==> src/rtl/dvs_pkg.sv <==
package dvs_pkg;
  typedef enum logic [1:0] {
    ST_IDLE = 2'd0,
    ST_UP   = 2'd1,
    ST_DN   = 2'd2
  } step_state_e;

  localparam logic REG_TARGET = 1'b0;
  localparam logic REG_STATUS = 1'b1;
endpackage

==> src/rtl/dvs_vtable.sv <==
module dvs_vtable #(
  parameter int NUM_LEVELS = 4,
  parameter int IDX_W      = 2,
  parameter int VCODE_W    = 8,
  parameter int VCODE_BASE = 40,
  parameter int VCODE_STEP = 20
) (
  input  logic [IDX_W-1:0]   idx_i,
  output logic [VCODE_W-1:0] code_o
);
  logic [VCODE_W-1:0] table_q [NUM_LEVELS];

  for (genvar g = 0; g < NUM_LEVELS; g++) begin : g_ent
    assign table_q[g] = VCODE_W'(VCODE_BASE + g * VCODE_STEP);
  end

  always_comb begin
    code_o = table_q[0];
    for (int i = 0; i < NUM_LEVELS; i++)
      if (idx_i == IDX_W'(i)) code_o = table_q[i];
  end
endmodule

==> src/rtl/dvs_target_reg.sv <==
module dvs_target_reg #(
  parameter int IDX_W   = 2,
  parameter int DATA_W  = 8,
  parameter int MAX_IDX = 3
) (
  input  logic              clk_i,
  input  logic              rst_ni,
  input  logic              wr_i,
  input  logic [DATA_W-1:0] wdata_i,
  input  logic              max_perf_i,
  output logic [IDX_W-1:0]  sw_tgt_o,
  output logic [IDX_W-1:0]  eff_tgt_o
);
  logic [IDX_W-1:0] sw_tgt_q;

  always_ff @(posedge clk_i or negedge rst_ni) begin
    if (!rst_ni) begin
      sw_tgt_q <= '0;
    end else if (wr_i) begin
      // clamp to nearest available level
      if (wdata_i > DATA_W'(MAX_IDX)) sw_tgt_q <= IDX_W'(MAX_IDX);
      else                            sw_tgt_q <= wdata_i[IDX_W-1:0];
    end
  end

  assign sw_tgt_o  = sw_tgt_q;
  assign eff_tgt_o = max_perf_i ? IDX_W'(MAX_IDX) : sw_tgt_q;
endmodule

==> src/rtl/dvs_step_fsm.sv <==
module dvs_step_fsm
  import dvs_pkg::*;
#(
  parameter int IDX_W   = 2,
  parameter int VCODE_W = 8,
  parameter logic [VCODE_W-1:0] RST_CODE = '0
) (
  input  logic               clk_i,
  input  logic               rst_ni,
  input  logic [IDX_W-1:0]   eff_tgt_i,
  input  logic               volt_ack_i,
  input  logic [VCODE_W-1:0] nxt_code_i,
  output logic [IDX_W-1:0]   nxt_idx_o,
  output logic [IDX_W-1:0]   cur_idx_o,
  output logic [IDX_W-1:0]   clk_sel_o,
  output logic               volt_req_o,
  output logic [VCODE_W-1:0] volt_code_o
);
  step_state_e      state_q;
  logic [IDX_W-1:0] step_q, cur_q, sel_q, nxt_idx;
  logic             req_q;
  logic [VCODE_W-1:0] code_q;
  logic             go_up, go_dn;

  assign go_up = eff_tgt_i > cur_q;
  assign go_dn = eff_tgt_i < cur_q;

  always_comb begin
    if (state_q != ST_IDLE) nxt_idx = step_q;
    else if (go_up)         nxt_idx = cur_q + 1'b1;
    else                    nxt_idx = cur_q - 1'b1;
  end

  always_ff @(posedge clk_i or negedge rst_ni) begin
    if (!rst_ni) begin
      state_q <= ST_IDLE;
      step_q  <= '0;
      cur_q   <= '0;
      sel_q   <= '0;
      req_q   <= 1'b0;
      code_q  <= RST_CODE;
    end else begin
      unique case (state_q)
        ST_IDLE: begin
          if (go_up || go_dn) begin
            step_q <= nxt_idx;
            req_q  <= 1'b1;
            code_q <= nxt_code_i;
            if (go_dn) begin
              sel_q   <= nxt_idx;  // slow the clock before the supply drops
              state_q <= ST_DN;
            end else begin
              state_q <= ST_UP;
            end
          end
        end
        ST_UP: begin
          if (volt_ack_i) begin
            sel_q   <= step_q;     // supply confirmed, speed up now
            cur_q   <= step_q;
            req_q   <= 1'b0;
            state_q <= ST_IDLE;
          end
        end
        ST_DN: begin
          if (volt_ack_i) begin
            cur_q   <= step_q;
            req_q   <= 1'b0;
            state_q <= ST_IDLE;
          end
        end
        default: state_q <= ST_IDLE;
      endcase
    end
  end

  assign nxt_idx_o   = nxt_idx;
  assign cur_idx_o   = cur_q;
  assign clk_sel_o   = sel_q;
  assign volt_req_o  = req_q;
  assign volt_code_o = code_q;
endmodule

==> src/rtl/dvs_level_ctrl.sv <==
module dvs_level_ctrl
  import dvs_pkg::*;
#(
  parameter int NUM_LEVELS = 4,
  parameter int DATA_W     = 8,
  parameter int VCODE_W    = 8,
  parameter int VCODE_BASE = 40,
  parameter int VCODE_STEP = 20,
  localparam int IDX_W     = (NUM_LEVELS > 1) ? $clog2(NUM_LEVELS) : 1,
  localparam int MAX_IDX   = NUM_LEVELS - 1
) (
  input  logic               clk_i,
  input  logic               rst_ni,
  input  logic               reg_wr_i,
  input  logic               reg_addr_i,
  input  logic [DATA_W-1:0]  reg_wdata_i,
  output logic [DATA_W-1:0]  reg_rdata_o,
  input  logic               max_perf_i,
  output logic               volt_req_o,
  output logic [VCODE_W-1:0] volt_code_o,
  input  logic               volt_ack_i,
  output logic [IDX_W-1:0]   clk_sel_o
);
  logic [IDX_W-1:0]   sw_tgt, eff_tgt, cur_idx, nxt_idx;
  logic [VCODE_W-1:0] nxt_code;
  logic               busy;

  dvs_target_reg #(
    .IDX_W  (IDX_W),
    .DATA_W (DATA_W),
    .MAX_IDX(MAX_IDX)
  ) u_tgt (
    .clk_i     (clk_i),
    .rst_ni    (rst_ni),
    .wr_i      (reg_wr_i && (reg_addr_i == REG_TARGET)),
    .wdata_i   (reg_wdata_i),
    .max_perf_i(max_perf_i),
    .sw_tgt_o  (sw_tgt),
    .eff_tgt_o (eff_tgt)
  );

  dvs_vtable #(
    .NUM_LEVELS(NUM_LEVELS),
    .IDX_W     (IDX_W),
    .VCODE_W   (VCODE_W),
    .VCODE_BASE(VCODE_BASE),
    .VCODE_STEP(VCODE_STEP)
  ) u_vtab (
    .idx_i (nxt_idx),
    .code_o(nxt_code)
  );

  dvs_step_fsm #(
    .IDX_W   (IDX_W),
    .VCODE_W (VCODE_W),
    .RST_CODE(VCODE_W'(VCODE_BASE))
  ) u_fsm (
    .clk_i      (clk_i),
    .rst_ni     (rst_ni),
    .eff_tgt_i  (eff_tgt),
    .volt_ack_i (volt_ack_i),
    .nxt_code_i (nxt_code),
    .nxt_idx_o  (nxt_idx),
    .cur_idx_o  (cur_idx),
    .clk_sel_o  (clk_sel_o),
    .volt_req_o (volt_req_o),
    .volt_code_o(volt_code_o)
  );

  assign busy = (cur_idx != eff_tgt);

  always_comb begin
    reg_rdata_o = '0;
    if (reg_addr_i == REG_STATUS) begin
      reg_rdata_o[IDX_W-1:0]       = cur_idx;
      reg_rdata_o[2*IDX_W-1:IDX_W] = eff_tgt;
      reg_rdata_o[2*IDX_W]         = busy;
    end else begin
      reg_rdata_o[IDX_W-1:0] = sw_tgt;
    end
  end
endmodule

==> config.mk <==
export PLATFORM = sky130hd
export DESIGN_NAME = dvs_level_ctrl
export DESIGN_NICKNAME = d
export VERILOG_FILES = /design/src/rtl/dvs_pkg.sv /design/src/rtl/dvs_vtable.sv /design/src/rtl/dvs_target_reg.sv /design/src/rtl/dvs_step_fsm.sv /design/src/rtl/dvs_level_ctrl.sv
export SDC_FILE = /design/constraint.sdc
export NUM_CORES = 1
export LEC_CHECK = 0
export BUFFER_PORTS_ARGS = -buffer_cell sky130_fd_sc_hd__buf_4
export CORE_ASPECT_RATIO = 0.75
export CORE_UTILIZATION = 42
export DETAILED_ROUTE_END_ITERATION = 8
export PLACE_DENSITY = 0.72
export SLEW_MARGIN = 30
export SYNTH_ARGS = -nofsm -noshare
export SYNTH_HDL_FRONTEND = slang
export SYNTH_SLANG_ARGS = --single-unit
==> constraint.sdc <==
create_clock -name clk_i -period 2.4 [get_ports clk_i]
set_clock_uncertainty 0.2 [all_clocks]
set_input_delay 0.72 -clock clk_i [delete_from_list [all_inputs] [get_ports clk_i]]
set_output_delay 0.72 -clock clk_i [all_outputs]
set_load 0.02 [all_outputs]
[Yosys cells after proc, flatten, opt, wreduce, memory -nomap -nowiden]
Cells that the tools add are included.
Word-level totals
  flip-flop bits (word level): 19
  latch bits: 0
  input port bits: 14
  memories: 0
  memory bits (read-only): 0
  memory bits (writable): 0
  word-level logic and storage cells: 55
  output and inout port bits: 19
Cells by class
  reductions and logical operators: 12
  add/sub/neg operators: 2
  divide/modulo/power cells: 0
  shift-type cells: 0
  magnitude comparators: 3
  multiply operators: 0
  mux-type cells: 20
  eq/ne operators: 10
  bitwise logic cells: 1
Operators with widths (number)
  2-bit 2-to-1 mux: 11
  7-bit 2-to-1 mux: 2
  8-bit by 2-bit greater-than comparator with 1-bit output (second input constant): 1
  2-bit case mux with 2 select lines: 2
  2-bit equality test (second input constant): 3
  2-bit by 1-bit inequality test with 1-bit output (second input constant): 3
  2-bit AND reduction: 3
  2-bit nonzero test: 3
  5-bit 2-to-1 mux: 1
  2-bit by 1-bit equality test with 1-bit output (second input constant): 2
  4-bit AND reduction: 1
  3-bit 2-to-1 mux: 1
  3-bit AND reduction: 1
  2-bit by 1-bit adder with 2-bit output (second input constant): 1
  2-bit greater-than comparator: 1
  2-bit logical NOT: 1
  2-bit < comparator: 1
  1-bit 2-to-1 mux: 2
  2-bit inequality test: 1
  2-bit inequality test (second input constant): 1
  1-bit case mux with 2 select lines: 1
  2-bit OR reduction: 1
  2-bit by 1-bit subtractor with 2-bit output (second input constant): 1
  1-bit logical AND: 1
  2 further kinds: 2

[Depth between registers and ports, before layout]
Gate-level depths: netlist of the first run.
  depth in word-level cells: 8
  depth in mapped cells: 9
  mapped depth without buffers: 9

[Modules after synthesis]
From an unflattened synthesis of the first run, not the netlist that was laid out.
Second synthesis, totals
  cell total of the unflattened synthesis: 111
  area, all modules: 1169.9 um^2
By module, submodules not included
  dvs_step_fsm: cells an instance 73, area each 845.8 um^2, sequential area each 427.9 um^2, instances 1
  dvs_target_reg: cells an instance 11, area each 118.9 um^2, sequential area each 50.0 um^2, instances 1
  dvs_vtable: cells an instance 15, area each 107.6 um^2, sequential area each 0.0 um^2, instances 1
  dvs_level_ctrl: cells an instance 12, area each 97.6 um^2, sequential area each 0.0 um^2, instances 1

[Worst setup path after synthesis of the first run]
OpenSTA, ideal clock, no wires.
  path kind: input port to flip-flop
  from: in max_perf_i
  to: reg u_fsm.code_q[6], in the netlist u_fsm.volt_code_o[6]
  path buffers: 0
  library setup time: 130 ps
  required time: 2070 ps
  arrival: 2286 ps
  cell stages on the path: 9
  slack: -216 ps
  path through: or2_2 > ha_1 > nor2b_2 > o21ai_1 > xnor2_1 > a21oi_1 > ha_1 > nor3_1 > a21oi_1
Between the ends
  cells in the longest elaborated chain, start to end: 7
  elaborated cells between the ends (all ways): 11
  those cells by class: order compare: 2; eq/ne: 2; mux: 5; reduce/logical: 2
Ends and longest elaborated chain
  start, declared: RTL line dvs_level_ctrl.sv:18  | input logic max_perf_i,
  2-bit 2-to-1 mux *: RTL line dvs_target_reg.sv:27  | assign eff_tgt_o = max_perf_i ? IDX_W'(MAX_IDX) : sw_tgt_q;
  2-bit greater-than comparator: RTL line dvs_step_fsm.sv:25  | assign go_up = eff_tgt_i > cur_q;
  2-bit 2-to-1 mux: RTL line dvs_step_fsm.sv:30  | else if (go_up) nxt_idx = cur_q + 1'b1;
  2-bit 2-to-1 mux: RTL line dvs_step_fsm.sv:29  | if (state_q != ST_IDLE) nxt_idx = step_q;
  2-bit equality test: RTL line dvs_vtable.sv:20  | if (idx_i == IDX_W'(i)) code_o = table_q[i];
  7-bit 2-to-1 mux (2 in a row): RTL line dvs_vtable.sv:20
  end signal, assigned: RTL line dvs_step_fsm.sv:48  | code_q <= nxt_code_i;
  end, declared: RTL line dvs_step_fsm.sv:22  | logic [VCODE_W-1:0] code_q;
Mark *: on every way between the ends. The rest lies on a longest branch, timed or not.
A chain may end at the register's enable or synchronous reset.

[Final worst setup path of the first run]
  from: in max_perf_i
  to: out reg_rdata_o[4]
Between the ends
  cells in the longest elaborated chain, start to end: 3
Ends and longest elaborated chain
  2-bit 2-to-1 mux: RTL line dvs_target_reg.sv:27
  2-bit inequality test: RTL line dvs_level_ctrl.sv:70  | assign busy = (cur_idx != eff_tgt);
  3-bit 2-to-1 mux: RTL line dvs_level_ctrl.sv:74  | if (reg_addr_i == REG_STATUS) begin
  end, declared: RTL line dvs_level_ctrl.sv:17  | output logic [DATA_W-1:0] reg_rdata_o,
No other way between the ends.

==> flow_summary.yaml, run 1 <==
logic_synthesis:
  ys_seq_area_frac: 0.404
  syn_area_per_cell_um2: 9.07
  ys_ff_latch: 15
  synth_area_leaders: "dfrtp_1, ha_1, buf_4"
  synth_edf_count: 0
  synth_ff_type: "dfrtp_1"
  yosys.area.top_type_share: 0.348
  synth_area_leader_cell: "dfrtp_1"
  ys_types: 33
  yosysWarnings: 0
  synthCells: 103
  async_reset_ff_frac: 1.00
  syn-cell-area_um2: 935
layout:
  layout.nets: 162
  utilization: 0.637
  layout-drive-gt1-share: 0.436
  design_area_mm2: 0.00131
  syn_to_final_growth_pct: 39.8
  antenna_cells: 0
  instances_no_fill: 164
detailed_routing:
  viasPerCell: 5.15
  drc: 0
  dr.pass1.iters: 4
  wire_per_inst_um: 12.6
  routed_wl_um: 2060
  num_vias: 845
  ant_nets: 0
  drt_iter0_drc: 11
global_routing:
  antenna_found_initial: 0
  grt_pass1_vias: 765
  grt_pass1_wl_um: 3390
  grt_usage: 0.185
  grt_max_degree: 16
  grt_overflow_total: 0
critical_path:
  path_max_fanout: 2
  crit_type: "in -> out"
  worst-r2r-setup-slack_ns: 0.12
  start_kind: "input port"
  arrival_ns: 1.62
  critPathCaptureType: "output port"
  critPathRequiredTime_ns: 1.48
clock_network:
  clkSinkCount: 15
  root_buffer: "clkbuf_4"
  clk_pin_slew_ns: 0.10
  clk_latency_ns: 0.29
  hold_buffers: 0
  cts_max_path_buffers: 2
  cts_tree: "built"
  htree_levels: 1
  cts_buffers: 3
placement:
  port_buffers: 26
  gp_congestion: 0.772
  postPlaceCellArea_mm2: 0.00121
  place_inst: 158
  hpwlAfterDp_um: 1590
flow_run:
  maxCapViolations: 0
sta:
  setup-violations-final: 1
  rsz0062_at_grt: "yes"
  min_period_ns: 2.54
  max_freq_mhz: 393
  holdWs_ns: 0.0677
  fin_ws_ns: -0.145
  timing.final.crit_share: 1.06
  drv_slew: 0
  hold_viol: 0
die:
  initial_utilization: 0.456
  num_rows: 14
  die_x_um: 56.5
  die_h_um: 42.9
  io_pins: 33
  core-area_mm2: 0.00205
  dieArea_mm2: 0.00242
pwr:
  max-vdd-ir-drop_mv: 0.913
  p_per_area_mw_per_mm2: 1480
  p_leak_nw: 0.647
min_path:
  hp-class: "in -> async"
status:
  violations: "negative setup slack"
  status: "finished with violations"
## critical path: stages
cell and delay, ns:
buf_6 0.09, or2_4 0.23, ha_4 0.28, nand2_4 0.04, and2_4 0.13, buf_6 0.12
## registers in the layout, summed over array words and instances, names as in the netlist
register / count
u_fsm.volt_code_o: 4
u_fsm.clk_sel_o: 2
u_fsm.cur_idx_o: 2
u_fsm.state_q: 2
u_fsm.step_q: 2
u_tgt.sw_tgt_o: 2
u_fsm.volt_req_o: 1
## timing repair
action | CTS | global route
pin swaps | 4 | 7
resized for setup | 5 | 6
setup endpoints to repair | 1 | 4
hold endpoints to repair | 0 | 0
setup buffers | 2 | 1
## through the flow
| step | setup WS [ns] | TNS [ns] | power, mW |
|---|---|---|---|
| after floorplan | -0.0629 | -0.152 | 1.20 |
| after global placement | -0.215 | -1.15 | 1.56 |
| after detailed placement | -0.287 | -1.51 | 1.59 |
| after CTS | -0.158 | -0.281 | 1.81 |
| after global routing | -0.160 | -0.173 | 2.07 |
| final | -0.145 | -0.145 | 1.93 |
## power by group
part	internal (mW)	switching (mW)	total, mW
Sequential	0.384	0.0811	0.465
Combinational	0.647	0.667	1.31
Clock	0.0646	0.0846	0.149
Total	1.10	0.833	1.93
## placed cells by master, fill, tap and decap left out, types with 2 or more instances in the layout
| master | count |
|---|---|
| mux2_2 | 4 |
| nand2b_1 | 3 |
| buf_6 | 2 |
| nor2_1 | 7 |
| o21ai_0 | 5 |
| inv_2 | 2 |
| a22oi_1 | 2 |
| nand2_1 | 12 |
| o21ai_1 | 5 |
| dfrtp_1 | 13 |
| ha_2 | 2 |
| buf_4 | 34 |
| conb_1 | 6 |
| clkbuf_4 | 3 |
| dfstp_2 | 2 |
| inv_1 | 8 |
| ha_1 | 4 |
| a21oi_2 | 2 |
| nor2b_1 | 2 |
## cells by family after synthesis
logic type | Yosys count | synth area share
other cells | 1 | 0.00401
buf+inv | 18 | 0.102
flops | 15 | 0.404
simple gates | 33 | 0.173
compound gates | 22 | 0.145
fa+ha+maj | 7 | 0.0937
mux | 5 | 0.0602
xor+xnor | 2 | 0.0187
## layout make-up
type / instances / area [um2]
Fill cell: 166 / 743
Multi-Input combinational cell: 75 / 557
Sequential cell: 15 / 378
Timing Repair Buffer: 36 / 278
Inverter: 10 / 37.5
Tap cell: 24 / 30.0
Clock buffer: 4 / 26.3
## cells in the mapped netlist, types with 2 or more instances
master and count:
nor2_1 7, nand2_1 13, mux2_2 4, and2_1 2, inv_2 2, dfrtp_1 13
inv_1 8, ha_1 7, o21ai_0 5, nand2b_1 3, buf_4 7, nor2b_1 2
a21oi_1 2, o21ai_1 7, dfstp_2 2, a22oi_1 2
## routing by layer
metal / vias to the layer above / GRT usage / part of all wire
met5: - / 0 / 0
met4: 0 / 0.0293 / 0.0049
met3: 2 / 0.0671 / 0.059
met2: 31 / 0.296 / 0.45
met1: 401 / 0.244 / 0.48
li1: 411 / - / -
## path summary, 6_finish.rpt
kind / cells after the start / to / start
setup / recovery: 6 / reg_rdata_o[4] / max_perf_i
hold / removal: 1 / u_fsm.volt_code_o[6] / rst_ni
setup reg to reg: 9 / u_fsm.volt_code_o[3] / u_tgt.sw_tgt_o[1]
hold reg to reg: 2 / u_fsm.volt_code_o[5] / u_fsm.volt_code_o[5]
max in group asynchronous: 1 / u_fsm.volt_code_o[3] / rst_ni
min in group clk_i: 2 / u_fsm.volt_code_o[5] / u_fsm.volt_code_o[5]
No activity file was read; power rests on OpenSTA's default activity.
==> inputs of run 2 (changes only) <==
- BUFFER_PORTS_ARGS: -buffer_cell sky130_fd_sc_hd__buf_4 -> not set
- DONT_BUFFER_PORTS: not set -> 1
- HOLD_SLACK_MARGIN: not set -> 0.05
- PLACE_DENSITY: 0.72 -> not set
==> flow_summary.yaml, run 2 (same netlist as run 1, synthesis figures left out) <==
die:
  dieArea_mm2: 0.00242
  num_rows: 14
  initial_utilization: 0.456
  die_x_um: 56.5
  io_pins: 33
  core-area_mm2: 0.00205
  die_h_um: 42.9
detailed_routing:
  drc: 0
  drt_iter0_drc: 10
  dr.pass1.iters: 4
  routed_wl_um: 1810
  wire_per_inst_um: 13.1
  num_vias: 684
  ant_nets: 0
  viasPerCell: 4.96
critical_path:
  arrival_ns: 1.47
  cpLargestDelayFamily: "simple AND/OR/NAND/NOR gates"
  crit_type: "in -> out"
  critPathRequiredTime_ns: 1.48
  critPathBufInv: 0
  start_kind: "input port"
  reg2reg_depth: 9
  max_stage_delay_ns: 0.25
  crit_slowest_cell: "or2_4"
  critPathCaptureType: "output port"
  crit_cells: 4
  timing.rr.end: "u_fsm.volt_code_o[6]"
  path_max_fanout: 3
  crit_path_cell_trace: "or2_4 > ha_4 > nand2_2 > and2_4"
  worst-r2r-setup-slack_ns: 0.17
  r2r-start: "u_tgt.sw_tgt_o[1]"
min_path:
  hold_path_depth: 2
  hp-class: "reg -> reg"
  worstHoldEndpoint: "u_fsm.volt_code_o[5]"
  hp-start: "u_fsm.volt_code_o[5]"
placement:
  place_ws_ns: -0.153
  gp_congestion: 0.766
  postPlaceCellArea_mm2: 0.00100
  place_inst: 130
  port_buffers: 0
  hpwlAfterDp_um: 1360
layout:
  design_area_mm2: 0.00107
  layout.nets: 136
  syn_to_final_growth_pct: 14.3
  n_fill_cell: 198
  instances_no_fill: 138
  largest_reg_flops: 4
  antenna_cells: 0
  layout-drive-gt1-share: 0.254
  layout_common_cells: "dfrtp_1, nand2_1, inv_1, buf_4"
  final_common_cell: "dfrtp_1"
global_routing:
  grt_pass1_vias: 664
  grt_max_degree: 14
  grt_overflow_total: 0
  grt_pass1_wl_um: 3020
  antenna_found_initial: 0
  grt_usage: 0.166
flow_run:
  maxCapViolations: 0
clock_network:
  clk_latency_ns: 0.28
  cts_tree: "built"
  cts_buffers: 3
  root_buffer: "clkbuf_4"
  clkSinkCount: 15
  htree_levels: 1
  clk_pin_slew_ns: 0.09
  cts_max_path_buffers: 2
pwr:
  power.total_mw: 1.57
  p_leak_nw: 0.505
  p_per_area_mw_per_mm2: 1470
  max-vdd-ir-drop_mv: 0.758
sta:
  fin_ws_ns: 0.0146
  rsz0062_at_grt: "no"
  timing.final.crit_share: 0.994
  max_freq_mhz: 419
  slew_headroom: 0.599
  setup-violations-final: 0
  drv_slew: 0
  holdWs_ns: 0.322
  min_period_ns: 2.39
  hold_viol: 0
  worstMarginPinSlew_ns: 0.599
status:
  status: "completed"
## run 2: changes by cell type in the layout (fill, tap and decap cells not counted), moves of 2 or more
cell,previous run,this run
buf_4,34,8
a21oi_1,0,2
a21oi_2,2,0
buf_6,2,0
dlygate4sd3_1,0,2
o21ai_1,5,7
## run 2: per-stage QoR
stage | utilization | TNS [ns]
global route | 0.521 | 0
detailed placement | 0.490 | -0.587
CTS | 0.513 | 0
global placement | 0.490 | -0.374
floorplan | - | -0.152
finish | 0.521 | 0
## run 2: how the worst max path moves through the flow
stage	to	startpoint	slack (ns)
floorplan	u_fsm.volt_code_o[6]	max_perf_i	-0.06
global placement	u_fsm.volt_code_o[6]	max_perf_i	-0.1
detailed placement	u_fsm.volt_code_o[6]	max_perf_i	-0.15
CTS	reg_rdata_o[4]	max_perf_i	0.01
global route	reg_rdata_o[4]	max_perf_i	0.006
finish	reg_rdata_o[4]	max_perf_i	0.01
## run 2: cell type report
class	count	area, um2	area share
timing repair buffer	10	80.1	0.0749
inverter	10	37.5	0.0351
sequential	15	378	0.354
clock buffer	3	22.5	0.0211
clock inverter	1	5.00	0.00468
multi-input combinational	75	515	0.482
tap	24	30.0	0.0281
## run 2: worst min-delay path, cell delays in order, from the launching register on
cell	delay, ns
dfstp_2	0.41
nand2_1	0.06
o21ai_1	0.05
## run 2: where the power goes
part	switching, mW	internal, mW	leakage (nW)	total [mW]
clock network	0.0820	0.0619	0.0177	0.144
registers	0.168	0.385	0.177	0.553
logic	0.455	0.416	0.310	0.871
## run 2: metal layers
layer  GRT usage  part of all wire  vias to the layer above
li1            -                 -                      353
met1       0.226              0.48                      308
met2       0.238              0.44                       23
met3      0.0823             0.078                        0
met4      0.0293                 0                        0
met5           0                 0                        -
## run 2: timing repair
action	in CTS	in global routing
hold buffers	1	1
endpoints found under the setup margin	1	2
setup buffers	1	1
pin swaps	1	2
gates cloned	0	0
endpoints found under the hold margin	13	2
resized for setup	1	0
==> inputs of run 3 (changes only) <==
- CORE_UTILIZATION: 42 -> 54
- PLACE_DENSITY: not set -> 0.72
==> flow_summary.yaml, run 3 (same netlist as run 1, synthesis figures left out) <==
layout:
  final_common_cell: "dfrtp_1"
  layout.nets: 135
  antenna_cells: 0
  largest_reg_flops: 4
  syn_to_final_growth_pct: 13.5
  layout_common_cells: "dfrtp_1, nand2_1, inv_1, buf_4, o21ai_1"
  utilization: 0.686
  layout-drive-gt1-share: 0.257
global_routing:
  grt_overflow_total: 0
  antenna_found_initial: 0
  grt_usage: 0.244
  grt_pass1_vias: 761
  grt_max_degree: 16
  grt_pass1_wl_um: 3210
detailed_routing:
  drt_iter0_drc: 8
  dr.pass1.iters: 4
  ant_nets: 0
  num_vias: 732
  routed_wl_um: 1900
  wire_per_inst_um: 14.2
  drc: 0
  viasPerCell: 5.46
sta:
  timing.final.crit_share: 0.992
  slew_headroom: 0.548
  tns_ns: 0
  min_period_ns: 2.38
  max_freq_mhz: 420
  worstMarginPinSlew_ns: 0.676
  setup-violations-final: 0
  drv_slew: 0
  hold_viol: 0
pwr:
  p_per_area_mw_per_mm2: 1530
  max-vdd-ir-drop_mv: 0.831
  p_leak_nw: 0.504
die:
  dieArea_mm2: 0.00190
  die_x_um: 50.0
  die_h_um: 38.0
  io_pins: 33
  num_rows: 12
  initial_utilization: 0.604
  core-area_mm2: 0.00155
critical_path:
  start_kind: "input port"
  critPathCaptureType: "output port"
  crit_path_cell_trace: "or2_4 > ha_4 > nand2_4 > and2_4"
  arrival_ns: 1.46
  path_max_fanout: 3
  critPathRequiredTime_ns: 1.48
  crit_slowest_cell: "ha_4"
  max_stage_delay_ns: 0.28
  crit_type: "in -> out"
clock_network:
  root_buffer: "clkbuf_4"
  clk_latency_ns: 0.29
  cts_tree: "built"
  cts_max_path_buffers: 2
  htree_levels: 1
  clkSinkCount: 15
  cts_buffers: 3
  clk_pin_slew_ns: 0.09
status:
  status: "completed"
placement:
  gp_congestion: 0.822
  port_buffers: 0
  hpwlAfterDp_um: 1410
min_path:
  hp-class: "reg -> reg"
flow_run:
  maxCapViolations: 0
==> run 3: metrics by stage <==
step | setup WS [ns] | instance area [um2] | total power [mW] | cells | hold slack, ns
after floorplan | -0.0629 | 986 | 1.20 | 108 | 0.224
after global placement | -0.0864 | 1000 | 1.38 | 127 | 0.225
after detailed placement | -0.176 | 1000 | 1.43 | 127 | 0.225
after CTS | 0.00557 | 1050 | 1.61 | 133 | 0.326
after global routing | -0.00741 | 1060 | 1.74 | 134 | 0.352
final | 0.0188 | 1060 | 1.62 | 134 | 0.329
==> run 3: routing by layer <==
layer / share of wire / GRT usage / vias up / routed length [um]
li1: - / - / 352 / -
met1: 0.45 / 0.261 / 338 / 855
met2: 0.45 / 0.400 / 38 / 864
met3: 0.073 / 0.0952 / 4 / 138
met4: 0.023 / 0.186 / 0 / 44
met5: 0 / 0 / - / 0
==> run 3: what timing repair did <==
action | in CTS | in global routing
pin swaps | 1 | 2
endpoints found under the hold margin | 15 | 0
setup buffers | 1 | 1
endpoints found under the setup margin | 1 | 1
gates resized for setup | 1 | 2
hold buffers | 1 | 0
==> run 3: cell type report <==
class	count	area, um2
fill	124	485
clock buffer	4	26.3
sequential	15	378
tap	21	26.3
multi-input combinational	75	523
timing repair buffer	9	70.1
inverter	10	37.5
==> run 3: worst max-delay path: cells and delay by family <==
| family | cells | cell delay, ns |
|---|---|---|
| and+or+nand+nor | 3 | 0.45 |
| adders and majority gates | 1 | 0.28 |
==> run 3: worst paths after layout <==
kind                                           start  cells after the start                    to  slack [ns]
max in group asynchronous                     rst_ni                      1       u_fsm.step_q[1]        0.88
worst max-delay path                      max_perf_i                      4        reg_rdata_o[4]        0.02
worst max register to register     u_tgt.sw_tgt_o[1]                      9  u_fsm.volt_code_o[6]        0.10
min in group asynchronous                     rst_ni                      1      u_fsm.volt_req_o        0.69
worst min register to register  u_fsm.volt_code_o[5]                      2  u_fsm.volt_code_o[5]        0.33
worst min-delay path            u_fsm.volt_code_o[5]                      2  u_fsm.volt_code_o[5]        0.33
==> run 3: where the power goes <==
group	switching (mW)	internal, mW	total, mW
Clock	0.0871	0.0648	0.152
Combinational	0.489	0.431	0.920
Sequential	0.167	0.385	0.552
Total	0.744	0.881	1.62
